## config.mk

```make
export PLATFORM = sky130hd
export DESIGN_NAME = maj_keystream_gen
export DESIGN_NICKNAME = d
export VERILOG_FILES = /design/src/rtl/mks_pkg.sv /design/src/rtl/mks_shift_reg.sv /design/src/rtl/mks_vote.sv /design/src/rtl/mks_sequencer.sv /design/src/rtl/maj_keystream_gen.sv
export SDC_FILE = /design/constraint.sdc
export NUM_CORES = 1
export LEC_CHECK = 0
export BUFFER_PORTS_ARGS = -buffer_cell sky130_fd_sc_hd__buf_2
export CELL_PAD_IN_SITES_DETAIL_PLACEMENT = 1
export CELL_PAD_IN_SITES_GLOBAL_PLACEMENT = 2
export CORE_MARGIN = 1
export CORE_UTILIZATION = 33
export DETAILED_ROUTE_END_ITERATION = 7
export GPL_TIMING_DRIVEN = 0
export HOLD_SLACK_MARGIN = 0.05
export PLACE_DENSITY = 0.71
export SETUP_SLACK_MARGIN = 0.15
export SLEW_MARGIN = 30
export SYNTH_ARGS = -nofsm -noshare
export SYNTH_HDL_FRONTEND = slang
export SYNTH_SLANG_ARGS = --single-unit
```

## constraint.sdc

```tcl
create_clock -name clk -period 2.1 [get_ports clk]
set_input_delay 0.21 -clock clk [delete_from_list [all_inputs] [get_ports clk]]
set_output_delay 0.21 -clock clk [all_outputs]
set_load 0.02 [all_outputs]
```

## src/rtl/mks_pkg.sv

```systemverilog
package mks_pkg;
  typedef enum logic [2:0] {
    PH_IDLE  = 3'd0,
    PH_KEY   = 3'd1,
    PH_FRAME = 3'd2,
    PH_MIX   = 3'd3,
    PH_GEN   = 3'd4,
    PH_DONE  = 3'd5
  } phase_t;
endpackage

```

## src/rtl/mks_shift_reg.sv

```systemverilog
module mks_shift_reg #(
  parameter int          LEN     = 19,
  parameter logic [31:0] FB_MASK = 32'h0007_2000,
  parameter int          CK_POS  = 8
) (
  input  logic clk,
  input  logic rst,
  input  logic clr,
  input  logic adv,
  input  logic inj,
  output logic msb_nxt,
  output logic ck_tap
);
  localparam logic [LEN-1:0] MASK = FB_MASK[LEN-1:0];

  logic [LEN-1:0] st_q;
  logic           fb;

  assign fb      = (^(st_q & MASK)) ^ inj;
  assign msb_nxt = adv ? st_q[LEN-2] : st_q[LEN-1];
  assign ck_tap  = st_q[CK_POS];

  always_ff @(posedge clk) begin
    if (rst || clr) begin
      st_q <= '0;
    end else if (adv) begin
      st_q <= {st_q[LEN-2:0], fb};
    end
  end
endmodule

```

## src/rtl/mks_vote.sv

```systemverilog
module mks_vote #(
  parameter int NREG = 3
) (
  input  logic [NREG-1:0] taps,
  input  logic            step_en,
  input  logic            vote_en,
  output logic [NREG-1:0] adv
);
  logic maj;
  assign maj = (taps[0] & taps[1]) | (taps[0] & taps[2]) | (taps[1] & taps[2]);

  for (genvar g = 0; g < NREG; g++) begin : g_adv
    assign adv[g] = step_en & (~vote_en | (taps[g] == maj));
  end
endmodule

```

## src/rtl/mks_sequencer.sv

```systemverilog
module mks_sequencer
  import mks_pkg::*;
#(
  parameter int KEY_W = 64,
  parameter int FRM_W = 22,
  parameter int MIX_N = 100,
  parameter int GEN_N = 228,
  parameter int CW    = 8
) (
  input  logic                   clk,
  input  logic                   rst,
  input  logic                   start,
  input  logic [KEY_W-1:0]       key_in,
  input  logic [FRM_W-1:0]       frame_in,
  output phase_t                 phase_o,
  output logic [CW-1:0]          cnt_o,
  output logic                   clr_o,
  output logic                   step_o,
  output logic                   vote_o,
  output logic                   gen_o,
  output logic                   done_o,
  output logic                   load_bit_o
);
  localparam int LDW = KEY_W + FRM_W;
  localparam logic [CW-1:0] KEY_LAST = CW'(KEY_W - 1);
  localparam logic [CW-1:0] FRM_LAST = CW'(FRM_W - 1);
  localparam logic [CW-1:0] MIX_LAST = CW'(MIX_N - 1);
  localparam logic [CW-1:0] GEN_LAST = CW'(GEN_N - 1);

  phase_t          phase_q;
  logic [CW-1:0]   cnt_q;
  logic [LDW-1:0]  ld_sr;
  logic            loading;

  assign loading    = (phase_q == PH_KEY) || (phase_q == PH_FRAME);
  assign phase_o    = phase_q;
  assign cnt_o      = cnt_q;
  assign clr_o      = (phase_q == PH_IDLE) && start;
  assign vote_o     = (phase_q == PH_MIX) || (phase_q == PH_GEN);
  assign step_o     = loading || vote_o;
  assign gen_o      = (phase_q == PH_GEN);
  assign done_o     = (phase_q == PH_DONE);
  assign load_bit_o = loading & ld_sr[0];

  always_ff @(posedge clk) begin
    if (rst) begin
      phase_q <= PH_IDLE;
      cnt_q   <= '0;
      ld_sr   <= '0;
    end else begin
      case (phase_q)
        PH_IDLE: begin
          if (start) begin
            phase_q <= PH_KEY;
            cnt_q   <= '0;
            ld_sr   <= {frame_in, key_in};
          end
        end
        PH_KEY: begin
          ld_sr <= ld_sr >> 1;
          if (cnt_q == KEY_LAST) begin
            phase_q <= PH_FRAME;
            cnt_q   <= '0;
          end else begin
            cnt_q <= cnt_q + 1'b1;
          end
        end
        PH_FRAME: begin
          ld_sr <= ld_sr >> 1;
          if (cnt_q == FRM_LAST) begin
            phase_q <= PH_MIX;
            cnt_q   <= '0;
          end else begin
            cnt_q <= cnt_q + 1'b1;
          end
        end
        PH_MIX: begin
          if (cnt_q == MIX_LAST) begin
            phase_q <= PH_GEN;
            cnt_q   <= '0;
          end else begin
            cnt_q <= cnt_q + 1'b1;
          end
        end
        PH_GEN: begin
          if (cnt_q == GEN_LAST) begin
            phase_q <= PH_DONE;
            cnt_q   <= '0;
          end else begin
            cnt_q <= cnt_q + 1'b1;
          end
        end
        PH_DONE: phase_q <= PH_IDLE;
        default: phase_q <= PH_IDLE;
      endcase
    end
  end
endmodule

```

## src/rtl/maj_keystream_gen.sv

```systemverilog
module maj_keystream_gen
  import mks_pkg::*;
#(
  parameter int          KEY_W = 64,
  parameter int          FRM_W = 22,
  parameter int          MIX_N = 100,
  parameter int          BLK_N = 114,
  parameter int          LEN0  = 19,
  parameter int          LEN1  = 22,
  parameter int          LEN2  = 23,
  parameter logic [31:0] FB0   = 32'h0007_2000,
  parameter logic [31:0] FB1   = 32'h0030_0000,
  parameter logic [31:0] FB2   = 32'h0070_0080,
  parameter int          CK0   = 8,
  parameter int          CK1   = 10,
  parameter int          CK2   = 10
) (
  input  logic             clk,
  input  logic             rst,
  input  logic             start,
  input  logic [KEY_W-1:0] key_in,
  input  logic [FRM_W-1:0] frame_in,
  output logic             ks_bit,
  output logic             ks_valid,
  output logic             blk_second,
  output logic             run_done
);
  localparam int NREG  = 3;
  localparam int GEN_N = 2 * BLK_N;
  localparam int M01   = (KEY_W > FRM_W) ? KEY_W : FRM_W;
  localparam int M23   = (MIX_N > GEN_N) ? MIX_N : GEN_N;
  localparam int MAXN  = (M01 > M23) ? M01 : M23;
  localparam int CW    = $clog2(MAXN + 1);
  localparam int          LENS [NREG] = '{LEN0, LEN1, LEN2};
  localparam logic [31:0] FBS  [NREG] = '{FB0, FB1, FB2};
  localparam int          CKS  [NREG] = '{CK0, CK1, CK2};

  phase_t          phase_w;
  logic [CW-1:0]   cnt_w;
  logic            clr_w, step_w, vote_w, gen_w, done_w, inj_w;
  logic [NREG-1:0] taps_w, adv_w, msb_nxt_w;

  mks_sequencer #(
    .KEY_W(KEY_W), .FRM_W(FRM_W), .MIX_N(MIX_N), .GEN_N(GEN_N), .CW(CW)
  ) seq_i (
    .clk(clk), .rst(rst), .start(start), .key_in(key_in), .frame_in(frame_in),
    .phase_o(phase_w), .cnt_o(cnt_w), .clr_o(clr_w), .step_o(step_w),
    .vote_o(vote_w), .gen_o(gen_w), .done_o(done_w), .load_bit_o(inj_w)
  );

  mks_vote #(.NREG(NREG)) vote_i (
    .taps(taps_w), .step_en(step_w), .vote_en(vote_w), .adv(adv_w)
  );

  for (genvar g = 0; g < NREG; g++) begin : g_reg
    mks_shift_reg #(
      .LEN(LENS[g]), .FB_MASK(FBS[g]), .CK_POS(CKS[g])
    ) sr_i (
      .clk(clk), .rst(rst), .clr(clr_w), .adv(adv_w[g]), .inj(inj_w),
      .msb_nxt(msb_nxt_w[g]), .ck_tap(taps_w[g])
    );
  end

  always_ff @(posedge clk) begin
    if (rst) begin
      ks_bit     <= 1'b0;
      ks_valid   <= 1'b0;
      blk_second <= 1'b0;
      run_done   <= 1'b0;
    end else begin
      ks_valid <= gen_w;
      ks_bit   <= gen_w & (^msb_nxt_w);
      run_done <= done_w;
      if (clr_w) begin
        blk_second <= 1'b0;
      end else if (gen_w) begin
        blk_second <= (cnt_w >= CW'(BLK_N));
      end
    end
  end
endmodule

```

==> run_results.csv, run 1 <==
group,metric,value,unit
setup_path,start_kind,"flop",
die,coreArea,0.02102,mm²
setup_path,crit_path_max_fanout,5,
setup_path,cpMaxStageDelayCell,"or3_4",
setup_path,path_class,"flop to flop",
setup_path,critPathRequiredTime,2.46,ns
clock_tree,clock_latency,0.43,ns
global_routing,grt_max_degree,17,
global_routing,grt_pass1_vias,6448,
power_and_ir_drop,total_leakage_power,3.485,nW
layout,final_cells,1199,
yosys,synth_cell_type_count,47,
yosys,yosysMostFrequentCell,"dfxtp_1",
sta,finClkSkew,0.01283,ns
die,num_io_pins,93,
setup_path,cp_num_buf_inv,2,
layout,final_nets,1001,
detailed_routing,ant_nets,0,
power_and_ir_drop,ir_drop,0.5748,mV
sta,setup_viol,0,
layout,drive_above_1_share,22.15,%
yosys,synth_largest_area_cell,"dfxtp_1",
clock_tree,cts-root-buf,"clkbuf_16",
placement,gp_congestion,0.7457,
layout,syn_to_final_growth,24.59,%
power_and_ir_drop,p_per_area,1379,mW/mm²
global_routing,antenna_found_initial,7,
die,start_util,33.58,%
sta,fmax,519.9,MHz
global_routing,grt_pass1_wl,31370,µm
placement,dp_slack,-0.5760,ns
yosys,avgSynthCellArea,8.923,µm²
clock_tree,cts.htree.levels,4,
detailed_routing,postRouteWirelength,18690,µm
yosys,synth_edf_count,0,
clock_tree,cts_made_buffers,17,
layout,finish.utilization,41.83,%
sta,finalHoldViolations,0,
placement,dp.cells,1158,
die,die_w,148.2,µm
yosys,synthCells,791,
yosys,synth_top_area_share,46.80,%
detailed_routing,wl_per_cell,15.59,µm
power_and_ir_drop,power.total,0.01213,W
detailed_routing,dr.first_iter.drc_count,149,
detailed_routing,dr.pass1.iters,4,
die,die_h,148.2,µm
yosys,async_flop_share,0,%
layout,n_fill_cell,2458,
yosys,synthFlopType,"dfxtp_1",
detailed_routing,num_vias,6018,
detailed_routing,drc,0,
yosys,yosysWarnings,0,
yosys,ys_top_cells_by_area,"dfxtp_1 47%, mux2i_1 15%, a211oi_1 9.1%",
yosys,seq_area_frac_synth,46.80,%
yosys,synthesis.nets,883,
sta,max_slew_margin,54.50,%
sta,hold-worst-slack,0.1260,ns
placement,dp_hpwl,13450,µm
die,dieArea,0.02198,mm²
yosys,ys_ff_latch,165,
sta,period_needed,1.923,ns
setup_path,cp.arrival,2.29,ns
sta,setup_slack,0.1766,ns
setup_path,end_kind,"flop",
setup_path,crit_path_cell_trace,"buf_6 > clkinvlp_4 > xnor2_2 > or3_4 > a211o_1 > a2111o_1 > nand2_1",
yosys,syn-cell-area,0.007058,mm²
detailed_routing,via_per_inst,5.019,
die,row_count,53,
clock_tree,cts_tree,"built",
sta,rsz0062_at_grt,"true",
setup_path,critPathMaxStageDelay,0.36,ns
clock_tree,clkTransAtPathRegs,0.07,ns
job,drv_cap,0,
yosys,netlist_top_cells_count,"165 x dfxtp_1, 120 x nor2_1, 105 x mux2i_1, 103 x nand2_1, 86 x a211oi_1",
global_routing,grtUsageTotal,17.80,%
placement,io_buffer_count,92,
global_routing,grt_overflow,0,
sta,finalMaxSlewViolations,0,
sta,timing.final.crit_share,91.59,%
setup_path,crit_family,"compound AO/OA/AOI/OAI gates",
sta,worst_slew_pin_slew,0.6826,ns
worst_hold_path,hp-class,"primary input to flop",
status,outcome,"complete, no violations",
clock_tree,cts_sinks,165,
clock_tree,clock_path_buffers,2,
-- worst register-to-register path: cells and delay by family (launching register included) --
kind,cells,cell delay [ns]
AO/OA/AOI/OAI,2,0.64
buffers and inverters,2,0.25
AND/OR/NAND/NOR,2,0.43
flip-flops,1,0.33
XOR/XNOR,1,0.21
-- where the power goes --
group | internal, W | total [W] | switching [W]
clock | 0.00215 | 0.00345 | 0.00130
sequential | 0.00378 | 0.00417 | 0.000391
combinational | 0.00192 | 0.00451 | 0.00258
-- registers in the layout, indices dropped and copies added (netlist names) --
signal	count
seq_i.cnt_o	8
ks_bit	1
ks_valid	1
seq_i.phase_o	3
seq_i.ld_sr	86
g.sr_i.st_q	64
blk_second	1
run_done	1
-- per-layer routing --
layer | part of all wire, % | vias up | track usage, % | routed length [µm]
met5 | 0.32 | - | 0 | 59
met4 | 1.1 | 10 | 5.515 | 206
met3 | 4.9 | 24 | 5.429 | 907
met2 | 50 | 78 | 31.41 | 9367
met1 | 44 | 2900 | 20.48 | 8149
li1 | - | 3006 | - | -
-- final cells by class --
| type | instances | area [µm²] | area share, % |
|---|---|---|---|
| Multi-Input combinational cell | 560 | 3568 | 40.58 |
| Sequential cell | 165 | 3316 | 37.71 |
| Inverter | 4 | 18.77 | 0.2134 |
| Timing Repair Buffer | 99 | 538.0 | 6.118 |
| Antenna cell | 3 | 7.507 | 0.08537 |
| Buffer | 62 | 355.3 | 4.041 |
| Clock buffer | 20 | 446.7 | 5.080 |
| Clock inverter | 11 | 198.9 | 2.262 |
| Tap cell | 275 | 344.1 | 3.913 |
-- repair_timing --
action | CTS | global route
endpoints found under the hold margin | 0 | 0
setup buffers | 6 | 1
endpoints found under the setup margin | 109 | 141
pin swaps | 4 | 1
hold buffers | 0 | 0
resized for setup | 40 | 50
-- placed cells by master, fill, tap and decap left out, types with 5 or more instances in the layout --
| master | n |
|---|---|
| dfxtp_2 | 7 |
| mux2i_1 | 103 |
| dfxtp_1 | 157 |
| nand2_1 | 102 |
| clkbuf_1 | 22 |
| nand3_1 | 7 |
| buf_4 | 11 |
| o21ai_0 | 5 |
| a211oi_1 | 85 |
| xnor2_1 | 7 |
| clkbuf_2 | 16 |
| nor2b_1 | 5 |
| a21oi_1 | 54 |
| bufinv_16 | 5 |
| buf_2 | 100 |
| nor3_1 | 10 |
| clkbuf_16 | 17 |
| nor2_1 | 118 |
| buf_6 | 6 |
-- final timing paths --
kind	startpoint	end	slack, ns	cells after the start
setup / recovery	seq_i.phase_o[2]	ks_bit	0.18	7
hold / removal	key_in[18]	seq_i.ld_sr[18]	0.13	3
setup reg to reg	seq_i.phase_o[2]	ks_bit	0.18	7
hold reg to reg	g_reg[0].sr_i.st_q[7]	g_reg[0].sr_i.st_q[8]	0.45	2
-- through the flow --
| stage | cell area, µm² | TNS [ns] |
|---|---|---|
| finish | 8793 | 0 |
| global route | 8788 | 0 |
| CTS | 8705 | 0 |
| detailed placement | 7863 | -37.64 |
| global placement | 7863 | -28.79 |
| floorplan | 7058 | 0 |
-- cells by family after synthesis --
group	synth area share (%)
and+or+nand+nor	16.29
DFF	46.80
xor gates and xnor gates	1.489
AOI/OAI and AO/OA	15.64
buffers and inverters	4.201
muxes	15.05
adders and majority gates	0.5319
No activity file was read; power rests on OpenSTA's default activity.
==> run 2: changes to the inputs <==
HOLD_SLACK_MARGIN = unset   (was 0.05)
RECOVER_POWER = 25   (was unset)
SETUP_SLACK_MARGIN = 0.05   (was 0.15)
==> run_results.csv, run 2 (synthesized netlist as in run 1, its figures left out) <==
group,metric,value,unit
status,outcome,"complete, no violations",
layout,largest_register,"seq_i.ld_sr",
die,num_io_pins,93,
layout,final_nets,999,
sta,finalMaxSlewViolations,0,
setup_path,cp.arrival,2.35,ns
power_and_ir_drop,switchingPower,0.004265,W
sta,hold-worst-slack,0.1261,ns
sta,worst_slew_pin_slew,0.6656,ns
power_and_ir_drop,power.total,0.01204,W
layout,n_fill_cell,2449,
global_routing,grt_pass1_vias,6416,
setup_path,cp_num_buf_inv,2,
sta,rsz0062_at_grt,"true",
die,start_util,33.58,%
layout,largest_register_ffs,86,
placement,dp_hpwl,13450,µm
detailed_routing,via_per_inst,4.998,
layout,drive_above_1_share,19.59,%
layout,final_common_cell,"dfxtp_1",
worst_hold_path,hp-class,"primary input to flop",
sta,fmax,503.9,MHz
clock_tree,cts.htree.levels,4,
setup_path,reg2reg_from,"seq_i.phase_o[2]",
clock_tree,ctsHoldBuffers,0,
die,die_h,148.2,µm
detailed_routing,postRouteWirelength,18580,µm
detailed_routing,num_vias,5983,
layout,layout_common_cells,"160 x dfxtp_1, 118 x nor2_1, 105 x mux2i_1",
clock_tree,cts_sinks,165,
sta,finalHoldViolations,0,
power_and_ir_drop,total_leakage_power,3.418,nW
global_routing,grt_pass1_wl,31080,µm
detailed_routing,dr.first_iter.drc_count,166,
setup_path,critPathMaxStageDelay,0.41,ns
clock_tree,clock_path_buffers,2,
layout,syn_to_final_growth,23.75,%
sta,timing.final.crit_share,94.50,%
power_and_ir_drop,p_per_area,1379,mW/mm²
clock_tree,cts_made_buffers,17,
setup_path,crit_path_max_fanout,6,
detailed_routing,ant_nets,0,
power_and_ir_drop,p_clk_share,28.6,%
setup_path,end_kind,"flop",
setup_path,cpMaxStageDelayCell,"a2111o_1",
clock_tree,cts_tree,"built",
sta,max_slew_margin,55.63,%
global_routing,grt_overflow,0,
power_and_ir_drop,ir_drop,0.5468,mV
job,drv_cap,0,
global_routing,antenna_found_initial,7,
power_and_ir_drop,power_frac_comb,36.8,%
setup_path,crit_path_cell_trace,"buf_6 > clkinvlp_4 > xnor2_4 > or3_4 > a211o_1 > a2111o_1 > nand2_1",
sta,period_needed,1.985,ns
layout,multi_input_area,0.003561,mm²
die,coreArea,0.02102,mm²
sta,finClkSkew,0.01039,ns
global_routing,grt_max_degree,17,
setup_path,critPathRequiredTime,2.46,ns
placement,io_buffer_count,92,
detailed_routing,wl_per_cell,15.52,µm
detailed_routing,dr.pass1.iters,4,
clock_tree,clkTransAtPathRegs,0.07,ns
detailed_routing,drc,0,
setup_path,start_kind,"flop",
layout,finish.utilization,41.55,%
clock_tree,cts-root-buf,"clkbuf_16",
sta,setup_viol,0,
power_and_ir_drop,swShare,35.42,%
worst_hold_path,holdCritStartpoint,"key_in[58]",
global_routing,grtUsageTotal,17.62,%
die,row_count,53,
sta,setup_tns,0,ns
setup_path,path_class,"flop to flop",
setup_path,worstSetupStartpoint,"seq_i.phase_o[2]",
die,die_w,148.2,µm
clock_tree,clock_latency,0.42,ns
power_and_ir_drop,pwr-share-seq,34.6,%
die,dieArea,0.02198,mm²
setup_path,crit_family,"compound AO/OA/AOI/OAI gates",
power_and_ir_drop,p_int,0.007777,W
layout,regArea,0.003312,mm²
placement,gp_congestion,0.7457,
-- run 2: area by class of cell --
class                   instances  share of cell area, %
clock inverters                11                  2.278
repair buffers                 99                  5.916
diodes                          3                0.08595
well taps                     275                  3.939
plain buffers                  60                  3.767
inverters                       4                 0.2149
multi-input cells             560                  40.77
flip-flops and latches        165                  37.92
clock buffers                  20                  5.114
-- run 2: worst min-delay path, cell delays in order --
cell	delay, ns
buf_2	0.09
mux2i_1	0.11
a211oi_1	0.08
-- run 2: per-stage QoR --
stage          instances  instance area [µm²]  worst slack, ns
2_1_floorplan        791                 7058           0.1691
3_3_place_gp        1158                 7863          -0.3993
3_5_place_dp        1158                 7863          -0.5760
4_1_cts             1190                 8603          0.03605
5_1_grt             1195                 8730          0.02347
6_report            1197                 8735           0.1154
-- run 2: path summary, 6_finish.rpt --
check | to | slack (ns) | cells past startpoint
setup reg to reg | ks_bit | 0.12 | 7
hold reg to reg | g_reg[0].sr_i.st_q[8] | 0.45 | 2
setup / recovery | ks_bit | 0.12 | 7
hold / removal | seq_i.ld_sr[58] | 0.13 | 3
-- run 2: layer usage --
| layer | wire, µm | track usage, % | share of wire (%) |
|---|---|---|---|
| met1 | 8196 | 20.33 | 44 |
| met2 | 9233 | 31.13 | 50 |
| met3 | 893 | 5.307 | 4.8 |
| met4 | 191 | 5.361 | 1.0 |
| met5 | 59 | 0 | 0.32 |
-- run 2: timing repair --
action,CTS,global route
setup buffers,1,6
pin swaps,1,2
resized for setup,23,38
setup endpoints to repair,107,129
-- run 2: power groups by stage --
stage	logic [W]	registers [W]	clock network (W)
after CTS	0.00436	0.00416	0.00354
final	0.00443	0.00416	0.00345
after floorplan	0.00324	0.00409	0
after detailed placement	0.00420	0.00421	0
after global placement	0.00402	0.00417	0
after global routing	0.00488	0.00424	0.00367
==> run 3: changes to the inputs <==
PLACE_DENSITY = 0.69   (was 0.71)
SYNTH_HIERARCHICAL = 1   (was unset)
==> run_results.csv, run 3 <==
group,metric,value,unit
clock_tree,cts-root-buf,"clkbuf_16",
global_routing,grt_max_degree,17,
yosys,synth_largest_area_cell,"dfxtp_1",
power_and_ir_drop,p_per_area,1613,mW/mm²
global_routing,grt_pass1_wl,28790,µm
detailed_routing,ant_nets,0,
power_and_ir_drop,switchingPower,0.005328,W
layout,drive_above_1_share,26.46,%
yosys,yosysWarnings,6,
layout,final_nets,932,
clock_tree,cts_tree,"built",
power_and_ir_drop,ir_drop,0.5979,mV
setup_path,cp.arrival,2.43,ns
layout,final_area,0.009010,mm²
die,die_h,148.9,µm
placement,dp_hpwl,12690,µm
sta,timing.final.crit_share,100.3,%
die,row_count,53,
setup_path,path_class,"flop to flop",
sta,fmax,474.7,MHz
die,start_util,33.78,%
layout,finish.utilization,42.73,%
global_routing,grt_overflow,0,
worst_hold_path,holdCritStartpoint,"frame_in[21]",
detailed_routing,via_per_inst,4.896,
setup_path,cp_num_buf_inv,0,
clock_tree,clkTransAtPathRegs,0.06,ns
clock_tree,cts_sinks,165,
job,drv_cap,0,
yosys,synth_cell_type_count,51,
setup_path,rrSetupSlack,-0.007,ns
sta,period_needed,2.107,ns
yosys,avgSynthCellArea,9.962,µm²
sta,rsz0062_at_grt,"true",
yosys,syn-cell-area,0.007123,mm²
power_and_ir_drop,total_leakage_power,3.616,nW
power_and_ir_drop,swShare,36.66,%
layout,final_common_cell,"dfxtp_1",
die,num_io_pins,93,
yosys,async_flop_share,0,%
setup_path,cpMaxStageDelayCell,"or3b_4",
layout,syn_to_final_growth,26.49,%
yosys,synth_edf_count,0,
status,outcome,"finished, violations left",
detailed_routing,dr.pass1.iters,4,
layout,largest_register_ffs,86,
detailed_routing,wl_per_cell,15.70,µm
yosys,synthesis.nets,806,
placement,dp.cells,1083,
global_routing,grt_pass1_vias,5856,
die,coreArea,0.02109,mm²
sta,setup_viol,1,
sta,worst_slew_pin_slew,0.6168,ns
worst_hold_path,hp-class,"primary input to flop",
clock_tree,cts.htree.levels,4,
yosys,seq_area_frac_synth,46.37,%
placement,gp_congestion,0.7763,
power_and_ir_drop,p_int,0.009207,W
power_and_ir_drop,power_frac_comb,49.2,%
detailed_routing,postRouteWirelength,17790,µm
setup_path,reg2reg_from,"seq_i/phase_o[1]",
global_routing,grtUsageTotal,16.56,%
die,die_w,148.9,µm
power_and_ir_drop,p_clk_share,21.0,%
layout,final_cells,1133,
setup_path,end_kind,"flop",
clock_tree,cts_made_buffers,17,
layout,layout_common_cells,"160 x dfxtp_1, 152 x nor2_1, 142 x mux2i_1",
detailed_routing,drc,0,
placement,dp_slack,-0.6136,ns
sta,max_slew_margin,58.88,%
layout,largest_register,"seq_i/ld_sr",
setup_path,critPathRequiredTime,2.42,ns
power_and_ir_drop,pwr-share-seq,29.7,%
yosys,synth_top_area_share,46.37,%
yosys,netlist_top_cells_count,"165 x dfxtp_1, 154 x nor2_1, 145 x mux2i_1, 86 x a211oi_1, 25 x clkbuf_1",
sta,setup_slack,-0.006796,ns
yosys,yosysMostFrequentCell,"dfxtp_1",
clock_tree,clock_latency,0.43,ns
global_routing,antenna_found_initial,5,
setup_path,crit_family,"simple AND/OR/NAND/NOR gates",
yosys,ys_ff_latch,165,
power_and_ir_drop,power.total,0.01454,W
detailed_routing,num_vias,5547,
setup_path,crit_path_max_fanout,7,
status,violations,"negative setup slack",
placement,dpl_cell_area,0.008004,mm²
yosys,ys_top_cells_by_area,"dfxtp_1 46%, mux2i_1 20%, a211oi_1 9.1%",
die,dieArea,0.02218,mm²
placement,io_buffer_count,92,
detailed_routing,dr.first_iter.drc_count,133,
setup_path,worstSetupStartpoint,"seq_i/phase_o[1]",
setup_path,critPathMaxStageDelay,0.43,ns
yosys,synthFlopType,"dfxtp_1",
clock_tree,clock_path_buffers,2,
yosys,synthCells,715,
sta,finalHoldViolations,0,
setup_path,crit_path_cell_trace,"or3b_4 > o21ai_4 > nand2_2 > o221a_4 > mux2_4 > xnor2_2 > xnor2_1 > and2_1",
setup_path,start_kind,"flop",
layout,n_fill_cell,2383,
sta,finClkSkew,0.01697,ns
sta,finalMaxSlewViolations,0,
==> run 3: per-stage QoR <==
| step | TNS (ns) | hold slack [ns] |
|---|---|---|
| 5_1_grt | -0.2004 | 0.03691 |
| 3_5_place_dp | -21.21 | 0.4723 |
| 3_3_place_gp | -37.53 | 0.4643 |
| 2_1_floorplan | -0.2026 | 0.2789 |
| 4_1_cts | -0.5838 | 0.008171 |
| 6_report | -0.006796 | 0.02852 |
==> run 3: layer usage <==
layer / vias up / track usage [%] / wire (µm)
met5: - / 0 / 23
met4: 4 / 5.969 / 242
met3: 21 / 4.801 / 632
met2: 69 / 28.63 / 8779
met1: 2650 / 19.34 / 8113
li1: 2803 / - / -
==> run 3: worst paths after layout <==
kind	endpoint	cells past startpoint
max	ks_bit	8
min	seq_i/ld_sr[85]	3
max reg2reg	ks_bit	8
min reg2reg	g_reg[1].sr_i/st_q[5]	2
==> run 3: cell families (layout without fill, tap and decap cells) <==
logic type / after synthesis / after routing / synth area share, %
and+or+nand+nor: 220 / 220 / 14.03
DFF: 165 / 165 / 46.37
muxes: 148 / 148 / 20.90
AOI/OAI and AO/OA: 109 / 109 / 12.09
buffers and inverters: 62 / 201 / 4.549
xor gates and xnor gates: 9 / 9 / 1.704
adders and majority gates: 2 / 2 / 0.3513
other: 0 / 4 / 0
==> run 3: timing repair <==
| item | CTS | global route |
|---|---|---|
| resized for setup | 22 | 58 |
| setup endpoints to repair | 85 | 105 |
| hold buffers | 0 | 0 |
| pin swaps | 7 | 17 |
| gates cloned | 1 | 2 |
| buffers inserted | 11 | 5 |
==> run 3: cell type report <==
| class | instances | area (µm²) | area share [%] |
|---|---|---|---|
| clock buffer | 20 | 456.7 | 5.069 |
| buffer | 53 | 375.4 | 4.166 |
| antenna | 4 | 10.01 | 0.1111 |
| multi-input combinational | 488 | 3705 | 41.12 |
| inverter | 4 | 15.01 | 0.1666 |
| timing repair buffer | 112 | 665.6 | 7.388 |
| tap | 275 | 344.1 | 3.819 |
| clock inverter | 12 | 121.4 | 1.347 |
| sequential | 165 | 3317 | 36.81 |
==> run 3: power groups by stage <==
stage / Sequential (W) / Combinational, W / Clock (W)
CTS: 0.00430 / 0.00668 / 0.00317
finish: 0.00432 / 0.00716 / 0.00306
global placement: 0.00430 / 0.00589 / 0
floorplan: 0.00423 / 0.00495 / 0
global route: 0.00442 / 0.00773 / 0.00329
detailed placement: 0.00435 / 0.00611 / 0
==> run 3: worst reg2reg max path: stages, from the launching register on <==
cell     delay (ns)
dfxtp_4        0.38
or3b_4         0.43
o21ai_4        0.11
nand2_2        0.09
o221a_4        0.30
mux2_4         0.32
xnor2_2        0.14
xnor2_1        0.12
and2_1         0.13
